<file path="config.mk">
export PLATFORM = sky130hd
export DESIGN_NAME = gpio_irq_svc
export DESIGN_NICKNAME = d
export VERILOG_FILES = /design/src/rtl/gisc_pkg.sv /design/src/rtl/gisc_sync.sv /design/src/rtl/gisc_trigger.sv /design/src/rtl/gisc_prio.sv /design/src/rtl/gpio_irq_svc.sv
export SDC_FILE = /design/constraint.sdc
export NUM_CORES = 1
export LEC_CHECK = 0
export ABC_AREA = 1
export BUFFER_PORTS_ARGS = -buffer_cell sky130_fd_sc_hd__buf_2
export CAP_MARGIN = 20
export CORE_ASPECT_RATIO = 0.9
export CORE_MARGIN = 3
export CORE_UTILIZATION = 40
export DETAILED_ROUTE_END_ITERATION = 12
export REMOVE_ABC_BUFFERS = 1
export SYNTH_ARGS = -nofsm -noshare
export SYNTH_HDL_FRONTEND = slang
export SYNTH_SLANG_ARGS = --single-unit
</file>
<file path="constraint.sdc">
create_clock -name clk_i -period 7.25 [get_ports clk_i]
set_input_delay 0.3625 -clock clk_i [delete_from_list [all_inputs] [get_ports clk_i]]
set_output_delay 0.3625 -clock clk_i [all_outputs]
set_load 0.05 [all_outputs]
</file>
<file path="src/rtl/gisc_pkg.sv">
package gisc_pkg;
   localparam int GROUP_PINS = 16;
   localparam int FIELD_W    = 4;
   localparam int CODE_W     = 3;
   localparam int REG_W      = 32;

   localparam logic [CODE_W-1:0] TRIG_LOW  = 3'd0;
   localparam logic [CODE_W-1:0] TRIG_HIGH = 3'd1;
   localparam logic [CODE_W-1:0] TRIG_FALL = 3'd2;
   localparam logic [CODE_W-1:0] TRIG_RISE = 3'd4;
   localparam logic [CODE_W-1:0] TRIG_BOTH = 3'd6;

   typedef enum logic [1:0] {
      REG_CFG  = 2'd0,
      REG_MASK = 2'd1,
      REG_PEND = 2'd2,
      REG_SVC  = 2'd3
   } region_e;
endpackage

</file>
<file path="src/rtl/gisc_sync.sv">
// Two-flop synchroniser plus one history flop for edge detection.
module gisc_sync #(
   parameter int N = 64
) (
   input  logic         clk_i,
   input  logic         rst_ni,
   input  logic [N-1:0] pins_i,
   output logic [N-1:0] lvl_o,
   output logic [N-1:0] rise_o,
   output logic [N-1:0] fall_o
);
   logic [N-1:0] s1_q, s2_q, hist_q;

   always_ff @(posedge clk_i or negedge rst_ni) begin
      if (!rst_ni) begin
         s1_q   <= '0;
         s2_q   <= '0;
         hist_q <= '0;
      end else begin
         s1_q   <= pins_i;
         s2_q   <= s1_q;
         hist_q <= s2_q;
      end
   end

   assign lvl_o  = s2_q;
   assign rise_o = s2_q & ~hist_q;
   assign fall_o = ~s2_q & hist_q;
endmodule

</file>
<file path="src/rtl/gisc_trigger.sv">
// Per-pin event decode; each 3-bit code serves four adjacent pins.
module gisc_trigger import gisc_pkg::*; #(
   parameter int N = 64
) (
   input  logic [(N/FIELD_W)*CODE_W-1:0] cfg_i,
   input  logic [N-1:0]                  lvl_i,
   input  logic [N-1:0]                  rise_i,
   input  logic [N-1:0]                  fall_i,
   output logic [N-1:0]                  evt_o
);
   for (genvar i = 0; i < N; i++) begin : g_pin
      logic [CODE_W-1:0] code;
      assign code = cfg_i[CODE_W*(i/FIELD_W) +: CODE_W];
      if (1) begin : g_dec
         always_comb begin
            if (code[2:1] == 2'b00)
               evt_o[i] = (lvl_i[i] == code[0]);
            else
               evt_o[i] = (code[2] & rise_i[i]) | (code[1] & fall_i[i]);
         end
      end
   end
endmodule

</file>
<file path="src/rtl/gisc_prio.sv">
// Lowest-index active source wins.
module gisc_prio #(
   parameter int N     = 64,
   parameter int IDX_W = $clog2(N)
) (
   input  logic [N-1:0]     act_i,
   output logic             found_o,
   output logic [IDX_W-1:0] idx_o
);
   always_comb begin
      found_o = 1'b0;
      idx_o   = '0;
      for (int i = N - 1; i >= 0; i--) begin
         if (act_i[i]) begin
            found_o = 1'b1;
            idx_o   = IDX_W'(i);
         end
      end
   end
endmodule

</file>
<file path="src/rtl/gpio_irq_svc.sv">
module gpio_irq_svc import gisc_pkg::*; #(
   parameter int NUM_GROUPS = 4,
   parameter int ADDR_W     = 8
) (
   input  logic                             clk_i,
   input  logic                             rst_ni,
   input  logic [NUM_GROUPS*GROUP_PINS-1:0] pins_i,
   input  logic [ADDR_W-1:0]                bus_addr_i,
   input  logic                             bus_we_i,
   input  logic [REG_W-1:0]                 bus_wdata_i,
   output logic [REG_W-1:0]                 bus_rdata_o,
   output logic                             irq_o
);
   localparam int N     = NUM_GROUPS * GROUP_PINS;
   localparam int NREG  = NUM_GROUPS / 2;
   localparam int NF    = N / FIELD_W;
   localparam int FPR   = REG_W / FIELD_W;
   localparam int IDX_W = $clog2(N);

   if (NUM_GROUPS < 2 || NUM_GROUPS > 14 || (NUM_GROUPS % 2) != 0) begin : g_bad_groups
      $error("NUM_GROUPS must be even and within 2..14");
   end
   if (ADDR_W < 7) begin : g_bad_addr
      $error("ADDR_W must be at least 7");
   end

   logic [NF*CODE_W-1:0] cfg_q;
   logic [N-1:0]         mask_q, pend_q, clr_w, evt_w, act_w;
   logic [N-1:0]         lvl_w, rise_w, fall_w;
   logic                 found_w;
   logic [IDX_W-1:0]     idx_w;
   logic [7:0]           svc_w;

   // Address decode
   region_e   region;
   logic [2:0] ridx;
   logic      addr_ok;
   assign region  = region_e'(bus_addr_i[6:5]);
   assign ridx    = bus_addr_i[4:2];
   assign addr_ok = (bus_addr_i[1:0] == 2'b00) && ((bus_addr_i >> 7) == '0);

   for (genvar r = 0; r < NREG; r++) begin : g_reg
      logic              sel;
      logic [REG_W-1:0]  mask_r;
      logic [FPR*CODE_W-1:0] cfg_r;

      assign sel = addr_ok && bus_we_i && (ridx == 3'(r));

      always_ff @(posedge clk_i or negedge rst_ni) begin
         if (!rst_ni) begin
            mask_r <= '1;
            for (int f = 0; f < FPR; f++) cfg_r[CODE_W*f +: CODE_W] <= TRIG_RISE;
         end else begin
            if (sel && region == REG_MASK) mask_r <= bus_wdata_i;
            if (sel && region == REG_CFG)
               for (int f = 0; f < FPR; f++)
                  cfg_r[CODE_W*f +: CODE_W] <= bus_wdata_i[FIELD_W*f +: CODE_W];
         end
      end

      assign mask_q[REG_W*r +: REG_W]           = mask_r;
      assign cfg_q[FPR*CODE_W*r +: FPR*CODE_W]  = cfg_r;
      assign clr_w[REG_W*r +: REG_W]            = (sel && region == REG_PEND) ? bus_wdata_i : '0;
   end

   gisc_sync #(.N(N)) u_sync (
      .clk_i (clk_i),
      .rst_ni(rst_ni),
      .pins_i(pins_i),
      .lvl_o (lvl_w),
      .rise_o(rise_w),
      .fall_o(fall_w)
   );

   gisc_trigger #(.N(N)) u_trig (
      .cfg_i (cfg_q),
      .lvl_i (lvl_w),
      .rise_i(rise_w),
      .fall_i(fall_w),
      .evt_o (evt_w)
   );

   // A new event in the clearing cycle keeps the bit set.
   always_ff @(posedge clk_i or negedge rst_ni) begin
      if (!rst_ni) pend_q <= '0;
      else         pend_q <= (pend_q & ~clr_w) | evt_w;
   end

   assign act_w = pend_q & ~mask_q;

   gisc_prio #(.N(N), .IDX_W(IDX_W)) u_prio (
      .act_i  (act_w),
      .found_o(found_w),
      .idx_o  (idx_w)
   );

   assign svc_w = found_w ? {4'(idx_w >> 4) + 4'd1, idx_w[3:0]} : 8'h00;
   assign irq_o = |act_w;

   always_comb begin
      bus_rdata_o = '0;
      if (addr_ok) begin
         unique case (region)
            REG_CFG:
               for (int r = 0; r < NREG; r++)
                  if (ridx == 3'(r))
                     for (int f = 0; f < FPR; f++)
                        bus_rdata_o[FIELD_W*f +: CODE_W] = cfg_q[CODE_W*(FPR*r+f) +: CODE_W];
            REG_MASK:
               for (int r = 0; r < NREG; r++)
                  if (ridx == 3'(r)) bus_rdata_o = mask_q[REG_W*r +: REG_W];
            REG_PEND:
               for (int r = 0; r < NREG; r++)
                  if (ridx == 3'(r)) bus_rdata_o = pend_q[REG_W*r +: REG_W];
            REG_SVC:
               if (ridx == 3'd0) bus_rdata_o = {24'h0, svc_w};
            default: bus_rdata_o = '0;
         endcase
      end
   end
endmodule

</file>
== Yosys cells after proc, flatten, opt, wreduce, memory -nomap -nowiden ==
Index checks and enable logic that the tools add are counted.
Storage, ports and cells
  memories kept: 0
  memory bits (read-only): 0
  output and inout bits: 33
  latch bits: 0
  logic and storage cells: 542
  memory bits (writable): 0
  flip-flop bits (word level): 368
  input port bits: 107
Operators by class
  divide/modulo/power cells: 0
  bitwise gates (word level): 201
  multiply operators: 0
  shifts and indexed selects: 0
  magnitude comparators: 0
  add/sub/neg operators: 1
  muxes and demuxes: 233
  equal/unequal tests: 68
  reductions and logical operators: 31
Operators with widths (count)
  6-bit 2-to-1 mux: 64
  64-bit AND: 4
  64-bit inverter: 4
  32-bit 2-to-1 mux: 7
  1-bit AND: 128
  1-bit 2-to-1 mux: 128
  3-bit one-hot mux with 4 select lines: 8
  1-bit == test: 64
  1-bit OR: 64
  64-bit OR: 1
  64-bit OR reduction: 1
  3-bit 2-to-1 mux: 16
  2-bit zero test: 18
  1-bit one-hot mux with 3 select lines: 8
  7-bit 2-to-1 mux: 2
  1-bit logical AND: 10
  8-bit zero test: 1
  2-bit == test (second input constant): 2
  2-bit by 1-bit adder with 3-bit output (second input constant): 1
  3-bit by 1-bit == test with 1-bit output (second input constant): 1
  3-bit zero test: 1
  2-bit by 1-bit == test with 1-bit output (second input constant): 1

== Logic depth before layout (Yosys ltp) ==
Gate-level depths: netlist of the first run.
  depth after elaboration: 71
  gate-level depth with buffers: 66
  depth with buffers taken out: 66

== By module ==
Synthesis of the first run repeated with hierarchy kept, for this count alone.
Unflattened totals
  cells, all modules: 2833
  area total of the unflattened synthesis: 19120.8 µm²
By module, submodules not included
  gpio_irq_svc: cells each 1489, sequential area each 4504.3 µm², area an instance 9878.2 µm², instances 1
  gisc_sync: cells each 448, sequential area each 4804.6 µm², area an instance 5765.5 µm², instances 1
  gisc_trigger: cells each 672, sequential area each 0.0 µm², area an instance 2562.5 µm², instances 1
  gisc_prio: cells each 224, sequential area each 0.0 µm², area an instance 914.6 µm², instances 1

== Least setup slack after synthesis of the first run ==
Ideal clock, no wire load.
  path type: register to output
  from: register g_reg[1].mask_r[30]
  to: output port bus_rdata_o[0]
  required time: 6.888 ns
  path slack: 3.147 ns
  stages on the path, launching flop included: 67
  path buffers: 0
  arrival time: 3.740 ns
  cells stage by stage: dfstp_2 > inv_2 > nand2_2 > nand2_1 > nand2_1 > nand2_1 > nand2_1 > nand2_1 > nand2_1 > nand2_1 > nand2_1 > nand2_1 > nand2_1 > nand2_1 > nand2_1 > nand2_1 > nand2_1 > nand2_1 > (+31 left out) > nand2_1 > nand2_1 > nand2_1 > nand2_1 > nand2_1 > nand2_1 > nand2_1 > nand2_1 > nand2_1 > nand2_1 > nand2_1 > nand2_1 > nand2_1 > nand2_1 > nand2_1 > nand2_1 > nand2_1 > a21oi_2
Between the ends
  word-level cells in the longest chain between the ends: 69
  elaborated cells on any way between the ends: 132
  classes of those cells: mux: 130; bitwise: 2
Ends and longest elaborated chain
  start: declaration: line gpio_irq_svc.sv:44  | logic [REG_W-1:0] mask_r;
  start signal: assignment: line gpio_irq_svc.sv:54  | if (sel && region == REG_MASK) mask_r <= bus_wdata_i;
  64-bit inverter *: line gpio_irq_svc.sv:89  | assign act_w = pend_q & ~mask_q;
  64-bit AND *: line gpio_irq_svc.sv:89
  6-bit 2-to-1 mux or 1-bit 2-to-1 mux (tied branches) (63 in series): line gisc_prio.sv:14  | if (act_i[i]) begin
  7-bit 2-to-1 mux *: line gpio_irq_svc.sv:97  | assign svc_w = found_w ? {4'(idx_w >> 4) + 4'd1, idx_w[3:0]} : 8'h00;
  7-bit 2-to-1 mux *: line gpio_irq_svc.sv:116  | if (ridx == 3'd0) bus_rdata_o = {24'h0, svc_w};
  3-bit one-hot mux with 4 select lines *: line gpio_irq_svc.sv:103  | unique case (region)
  32-bit 2-to-1 mux *: line gpio_irq_svc.sv:102  | if (addr_ok) begin
  end: declaration: line gpio_irq_svc.sv:11  | output logic [REG_W-1:0] bus_rdata_o,
Mark *: on every way between the ends. The rest lies on a longest branch, timed or not.

== Final worst setup path of the first run ==
Same ends and word-level chain as after synthesis.

==> impl_metrics.yaml, run 1 <==
job:
  cap_violations: 0
setup_path:
  cp_common_cell: "nand2_1"
  cp-end-kind: "output pin"
  cp_slowest_cell: "dfstp_2"
  crit_path_start_kind: "flip-flop"
  arrival_ns: 4.90
  cp_max_fo: 2
  worstSetupPathType: "flip-flop to output pin"
  timing.rr.end: "pend_q[55]"
  reg2reg_slack_ns: 5.99
  reg2reg_depth: 4
  slowest_delay_ns: 0.53
  required_ns: 6.89
  rr_startpoint: "g_reg[1].cfg_r[17]"
hold_path:
  hp-start: "bus_wdata_i[15]"
  hold_path.class: "input pin to flip-flop"
  hold_path_end: "g_reg[1].mask_r[15]"
  whs_path_depth: 3
clocking:
  tritoncts: "built"
  cts_buffer_depth: 3
  clock-sinks: 368
  cts_resized: 0
  cts_setup_buffers: 0
  h-tree-depth: 2
  clk_pin_slew_ns: 0.06
  cts_buffers: 40
  clk_latency_ns: 0.54
  cts-root-buf: "clkbuf_16"
placed_design:
  place_inst: 2285
  gp_congestion: 0.837
  place_hpwl_mm: 27.1
  numPortBuffers: 139
  dpl-instance-area_mm2: 0.0169
synth:
  async_reset_ff_share_pct: 100
  synth_edf_count: 0
  synthTopCellsByCount: "486 x nand2_1, 288 x dfrtp_1, 204 x inv_1"
  syn_area_mm2: 0.0156
  avgSynthCellArea_um2: 9.33
  ys_top_cells_by_area: "dfrtp_1 46%, dfstp_2 13%, nand2_1 12%, o21ai_0 5.9%, inv_1 4.9%"
  yosysSeqAreaShare_pct: 59.7
  synth_compound_area_share_pct: 18.1
  synth_most_common_cell: "nand2_1"
  synth-simple-area-share_pct: 15.3
  synth_seq_cells: 368
  muxShareOfSynthArea_pct: 0
  synth-xor-area-share_pct: 0
  synthCells: 1671
  ys_warn_count: 0
  synthFlopType: "dfrtp_1"
  synth_top_family_by_area: "compound AO/OA/AOI/OAI gates"
  yosysTopAreaCellShare_pct: 46.2
  synth.distinct_cells: 34
  synthAdderAreaFrac_pct: 0.482
  yosys.area.top_type: "dfrtp_1"
drt:
  drt-initial-drc-count: 1150
  wl_mm: 42.6
  vias: 12500
  first_pass_iters: 7
  drc: 0
  detail-route-antenna-nets: 0
  vias_per_cell: 5.17
  wl_per_cell_um: 17.6
sta:
  finalSetupViolCount: 0
  finClkSkew_ns: 0.0139
  fmax_ghz: 0.190
  final_max_slew_viol_count: 0
  rsz0062_at_grt: "no"
  slew_headroom_pct: 26.3
  finalSetupTns_ns: 0
  min_period_ns: 5.26
  hold_viol: 0
  timing.final.crit_share_pct: 72.5
  worst_slew_pin_slew_ns: 1.11
global_routing:
  grt_max_degree: 127
  grt_pass1_wl_mm: 68.8
  grt.total_usage_pct: 20.5
  first_global_vias: 12500
  grt_remaining_overflow: 0
  antenna_found_initial: 0
floorplanning:
  die_area_mm2: 0.0414
  start_util_pct: 41.2
  core.rowCount: 67
  die_h_um: 193
  coreArea_mm2: 0.0378
  fp.dieW_um: 214
  io_pins: 140
final_layout:
  fin_cells: 2423
  syn_to_final_growth_pct: 21.0
  antenna_cells: 0
  final_area_mm2: 0.0189
  fin_nets: 1988
  drive_above_1_share_pct: 16.6
power:
  p_per_area_mw_per_mm2: 248
  power.total_mw: 4.67
  ir_drop_mv: 0.210
  p_leak_nw: 8.24
run_status:
  status: "finished clean"
-- cell type report --
class / instances / area, um^2
clock inverters: 16 / 225
repair buffers: 220 / 1480
flip-flops and latches: 368 / 9310
well taps: 517 / 647
inverters: 206 / 773
clock buffers: 57 / 1120
multi-input cells: 1039 / 5300
fillers: 3552 / 19000
-- worst max-delay path by stage --
stage / from / end / slack, ns
after floorplan: bus_addr_i[2] / bus_rdata_o[2] / 0.63
after global placement: g_reg[1].mask_r[30] / bus_rdata_o[0] / 2.59
after detailed placement: g_reg[1].mask_r[30] / bus_rdata_o[0] / 2.60
after CTS: g_reg[1].mask_r[30] / bus_rdata_o[0] / 1.98
after global routing: g_reg[1].mask_r[30] / bus_rdata_o[0] / 1.39
final: g_reg[1].mask_r[30] / bus_rdata_o[0] / 1.99
-- per-layer routing --
metal	global-route usage (%)	vias up	wire length (um)
met5	0	-	0
met4	5.59	0	1030
met3	4.50	82	3230
met2	31.1	425	18600
met1	29.9	6027	19700
li1	-	5991	-
-- per-stage QoR --
stage	worst slack, ns	hold WS, ns	utilization (%)
after global routing	1.39	0.146	49.9
final	1.99	0.129	49.9
after CTS	1.98	0.112	49.9
after detailed placement	2.60	0.335	44.6
after global placement	2.59	0.331	44.6
after floorplan	0.634	0.0669	-
-- registers in the layout (all words and copies together) (netlist names) --
register,cells
u_sync.lvl_o,64
u_sync.hist_q,64
g.cfg_r,48
g.mask_r,64
pend_q,64
u_sync.s1_q,64
-- logic make-up after synthesis --
group,Yosys count
fa+ha+maj,6
buf+inv,264
flops,368
compound gates,434
simple gates,599
-- worst max-delay path, delay by kind of cell, from the launching register on --
kind	cells	cell delay, ns
flip-flops	1	0.53
AO/OA/AOI/OAI	1	0.16
buffers and inverters	2	0.33
AND/OR/NAND/NOR	64	3.32
-- where the power goes --
group          switching [mW]  internal, mW
Clock                   0.821          1.26
Combinational           0.229         0.142
Sequential             0.0596          2.16
-- layout by cell type, fill, tap and decap left out, types with 29 or more instances in the layout --
cell type	count
dfstp_2	80
dlygate4sd3_1	65
dfrtp_1	288
buf_2	138
a32o_1	64
o21ai_0	184
a221oi_1	29
nor2_1	72
a21oi_1	80
clkbuf_16	40
nand2_1	484
inv_1	202
-- timing repair --
action | 4_1_cts | 5_1_grt
endpoints found under the setup margin | 0 | 0
endpoints found under the hold margin | 142 | 0
hold buffers | 65 | 0
Note: power is estimated with default switching activity, not from simulation.
==> run 2, diff against run 1 <==
clock period = 5.1 ns   (was 7.25 ns; I/O delays follow)
==> impl_metrics.yaml, run 2 (synthesis results as in run 1) <==
drt:
  detail-route-antenna-nets: 0
  vias_per_cell: 5.14
  first_pass_iters: 6
  vias: 12500
  wl_mm: 42.8
  drt-initial-drc-count: 1224
  wl_per_cell_um: 17.6
  drc: 0
job:
  cap_violations: 0
setup_path:
  slowest_delay_ns: 0.54
  worstSetupPathType: "flip-flop to output pin"
  crit_path_start_kind: "flip-flop"
  cp_max_fo: 2
  cp_slowest_cell: "dfstp_2"
  cp_top_family: "simple AND/OR/NAND/NOR gates"
  required_ns: 4.85
  arrival_ns: 4.77
  crit_buf_inv: 2
  cp_common_cell: "nand2_1"
  cp-end-kind: "output pin"
global_routing:
  grt_max_degree: 160
  grt_pass1_wl_mm: 69.4
  antenna_found_initial: 0
  grt.total_usage_pct: 20.7
  grt_remaining_overflow: 0
  first_global_vias: 12500
floorplanning:
  die_area_mm2: 0.0414
  coreArea_mm2: 0.0378
  die_h_um: 193
  start_util_pct: 41.2
  io_pins: 140
  core.rowCount: 67
  fp.dieW_um: 214
clocking:
  clk_latency_ns: 0.56
  clk_pin_slew_ns: 0.06
  cts_setup_buffers: 0
  cts_buffers: 40
  cts_buffer_depth: 3
  cts-root-buf: "clkbuf_16"
  h-tree-depth: 2
  clock-sinks: 368
  tritoncts: "built"
final_layout:
  post-route-util_pct: 50.2
  antenna_cells: 0
  fin_nets: 1990
  drive_above_1_share_pct: 16.8
  syn_to_final_growth_pct: 21.8
  layout_common_cells: "483 x nand2_1, 288 x dfrtp_1, 203 x inv_1"
  final_common_cell: "nand2_1"
  final_area_mm2: 0.0190
sta:
  final_max_slew_viol_count: 0
  min_period_ns: 5.02
  finalSetupViolCount: 0
  worst_slew_pin_slew_ns: 1.07
  finClkSkew_ns: 0.0187
  timing.final.crit_share_pct: 98.5
  rsz0062_at_grt: "yes"
  fmax_ghz: 0.199
  fin_hold_ws_ns: 0.0426
  slew_headroom_pct: 28.9
  hold_viol: 0
placed_design:
  numPortBuffers: 139
  gp_congestion: 0.841
  place_hpwl_mm: 27.2
  dpl-instance-area_mm2: 0.0169
power:
  power.total_mw: 6.79
  p_per_area_mw_per_mm2: 358
  ir_drop_mv: 0.220
  p_leak_nw: 8.30
hold_path:
  hold_path.class: "input pin to flip-flop"
run_status:
  status: "finished clean"
[run 2: where the power goes]
part | internal, mW | switching (mW)
logic | 0.205 | 0.326
clock network | 1.92 | 1.19
registers | 3.07 | 0.0850
total | 5.19 | 1.60
[run 2: per-layer routing]
metal | up-vias | part of all wire (%) | GRT usage (%)
met3 | 51 | 6.6 | 3.53
met1 | 6006 | 47 | 30.5
met5 | - | 0 | 0
met2 | 412 | 45 | 32.1
li1 | 5994 | - | -
met4 | 0 | 1.6 | 5.44
[run 2: worst paths after layout]
kind,startpoint,to,slack (ns),depth (start not counted)
worst max register to register,g_reg[1].cfg_r[17],pend_q[55],3.85,4
worst min-delay path,bus_wdata_i[27],g_reg[0].mask_r[27],0.04,3
min in group asynchronous,rst_ni,u_sync.s1_q[43],0.26,2
max in group asynchronous,rst_ni,g_reg[1].cfg_r[0],3.54,3
worst max-delay path,g_reg[1].mask_r[30],bus_rdata_o[0],0.08,67
worst min register to register,u_sync.s1_q[37],u_sync.lvl_o[37],0.35,0
[run 2: worst reg2reg max path, cell delays in order (launching register included)]
cell     delay (ns)
dfstp_2        0.60
nor2_1         0.08
nand2_1        0.12
a32o_1         0.26
nand2_1        0.08
[run 2: what timing repair did]
item                                    4_1_cts  5_1_grt
pin swaps                                     0        0
gates resized for setup                       2        1
endpoints found under the hold margin       144        0
endpoints found under the setup margin        1        1
hold buffers                                 67        0
[run 2: cell type report]
class,count,area [um^2]
Fill cell,3475,18800
Sequential cell,368,9310
Multi-Input combinational cell,1039,5300
Timing Repair Buffer,222,1530
Clock buffer,59,1180
Inverter,206,773
Tap cell,517,647
Clock inverter,15,240
[run 2: stage by stage]
stage,std cells,setup WS [ns],setup TNS (ns)
floorplan,1613,-1.30,-161.08
global placement,2285,0.542,0
detailed placement,2285,0.578,0
CTS,2426,0.0132,0
global route,2426,-0.518,-0.518
finish,2426,0.0755,0
==> run 3, diff against run 2 <==
CTS_BUF_LIST = sky130_fd_sc_hd__clkbuf_8   (was default)
==> impl_metrics.yaml, run 3 (synthesis results as in run 1) <==
run_status:
  status: "finished, violations left"
  violations: "setup timing"
sta:
  final_max_slew_viol_count: 0
  fmax_ghz: 0.195
  finalSetupViolCount: 1
  min_period_ns: 5.14
  rsz0062_at_grt: "yes"
  fin_hold_ws_ns: 0.155
  finalWorstSetupSlack_ns: -0.0412
  slew_headroom_pct: 31.0
  timing.final.crit_share_pct: 101
  worst_slew_pin_slew_ns: 1.03
  finalSetupTns_ns: -0.0412
  finClkSkew_ns: 0.0425
  hold_viol: 0
power:
  comb_power_share_pct: 8.8
  p_leak_nw: 8.46
  p_seq_share_pct: 50.4
  p_sw_share_pct: 25.4
  p_sw_mw: 1.59
  p_per_area_mw_per_mm2: 328
  clockPowerShare_pct: 40.9
  ir_drop_mv: 0.242
  p_int_mw: 4.67
floorplanning:
  fp.dieW_um: 214
  die_area_mm2: 0.0414
  core.rowCount: 67
  start_util_pct: 41.2
  die_h_um: 193
  coreArea_mm2: 0.0378
  io_pins: 140
clocking:
  clk_pin_slew_ns: 0.06
  tritoncts: "built"
  cts_buffers: 59
  clock-sinks: 368
  clk_latency_ns: 0.66
  cts-root-buf: "clkbuf_8"
  cts_buffer_depth: 3
  h-tree-depth: 2
  cts_setup_buffers: 0
placed_design:
  place_hpwl_mm: 27.2
  numPortBuffers: 139
  gp_congestion: 0.841
  post-place-ws_ns: 0.578
  dpl-instance-area_mm2: 0.0169
setup_path:
  reg2reg_slack_ns: 3.85
  slowest_delay_ns: 0.53
  required_ns: 4.85
  cp_max_fo: 2
  cp_slowest_cell: "dfstp_2"
  worstSetupPathType: "flip-flop to output pin"
  reg2reg_depth: 4
  timing.rr.end: "pend_q[60]"
  cp_common_cell: "nand2_1"
  arrival_ns: 4.89
  crit_path_start_kind: "flip-flop"
  rr_startpoint: "g_reg[1].cfg_r[23]"
  cp-end-kind: "output pin"
final_layout:
  final_area_mm2: 0.0191
  drive_above_1_share_pct: 17.1
  antenna_cells: 0
  final_common_cell: "nand2_1"
  fin_nets: 2039
  fillers: 3498
  syn_to_final_growth_pct: 22.4
  layout_common_cells: "483 x nand2_1, 288 x dfrtp_1, 232 x inv_1"
job:
  cap_violations: 0
drt:
  vias: 12700
  wl_mm: 43.1
  wl_per_cell_um: 17.3
  first_pass_iters: 5
  vias_per_cell: 5.09
  drc: 0
  detail-route-antenna-nets: 0
  drt-initial-drc-count: 1014
global_routing:
  met3_usage_pct: 3.56
  top_usage_layer: "met2"
  first_global_vias: 12700
  grt_remaining_overflow: 0
  antenna_found_initial: 0
  grt.total_usage_pct: 20.9
  use_met2_pct: 32.1
  grt_pass1_wl_mm: 70.1
  grt_max_degree: 160
  grt_use_met1_pct: 30.6
hold_path:
  hold_path.class: "input pin to asynchronous set/reset pin"
[run 3: how the worst max path moves through the flow]
stage	endpoint	slack, ns	cells past startpoint	startpoint
after global routing	bus_rdata_o[0]	-0.64	67	g_reg[1].mask_r[30]
final	bus_rdata_o[0]	-0.04	67	g_reg[1].mask_r[30]
after detailed placement	bus_rdata_o[0]	0.58	67	g_reg[1].mask_r[30]
after floorplan	bus_rdata_o[2]	-1.30	5	bus_addr_i[2]
after global placement	bus_rdata_o[0]	0.54	67	g_reg[1].mask_r[30]
after CTS	bus_rdata_o[0]	-0.1	67	g_reg[1].mask_r[30]
[run 3: cell type report]
class / count / area [um^2] / share of cell area, %
Clock buffer: 76 / 1050 / 5.48
Sequential cell: 368 / 9310 / 48.8
Tap cell: 517 / 647 / 3.39
Timing Repair Buffer: 252 / 1830 / 9.58
Inverter: 206 / 773 / 4.05
Clock inverter: 35 / 175 / 0.918
Multi-Input combinational cell: 1039 / 5300 / 27.8
[run 3: what timing repair did]
| item | CTS | global route |
|---|---|---|
| endpoints found under the hold margin | 284 | 0 |
| cloned | 0 | 0 |
| setup endpoints to repair | 1 | 1 |
| hold buffers | 97 | 0 |
| resized for setup | 3 | 0 |
[run 3: worst max-delay path, delay by kind of cell (launching register included)]
family | cells | cell delay (ns)
AO/OA/AOI/OAI | 1 | 0.18
buffers and inverters | 2 | 0.22
flip-flops | 1 | 0.53
AND/OR/NAND/NOR | 64 | 3.27
[run 3: metal layers]
metal	part of all wire, %	up-vias
li1	-	6099
met1	47	6121
met2	45	395
met3	6.0	70
met4	2.2	0
met5	0	-
[run 3: power by group through the flow]
| stage | Sequential (mW) | Clock [mW] | Combinational [mW] |
|---|---|---|---|
| floorplan | 3.17 | 0 | 0.278 |
| CTS | 3.15 | 2.65 | 0.553 |
| finish | 3.15 | 2.56 | 0.548 |
| detailed placement | 3.20 | 0 | 0.493 |
| global placement | 3.20 | 0 | 0.486 |
| global route | 3.17 | 2.79 | 0.615 |
[run 3: stage by stage]
| step | total power [mW] | utilization (%) | instances |
|---|---|---|---|
| after detailed placement | 3.69 | 44.6 | 2285 |
| after floorplan | 3.45 | - | 1613 |
| final | 6.26 | 50.5 | 2493 |
| after global routing | 6.57 | 50.5 | 2493 |
| after CTS | 6.36 | 50.5 | 2493 |
| after global placement | 3.68 | 44.6 | 2285 |
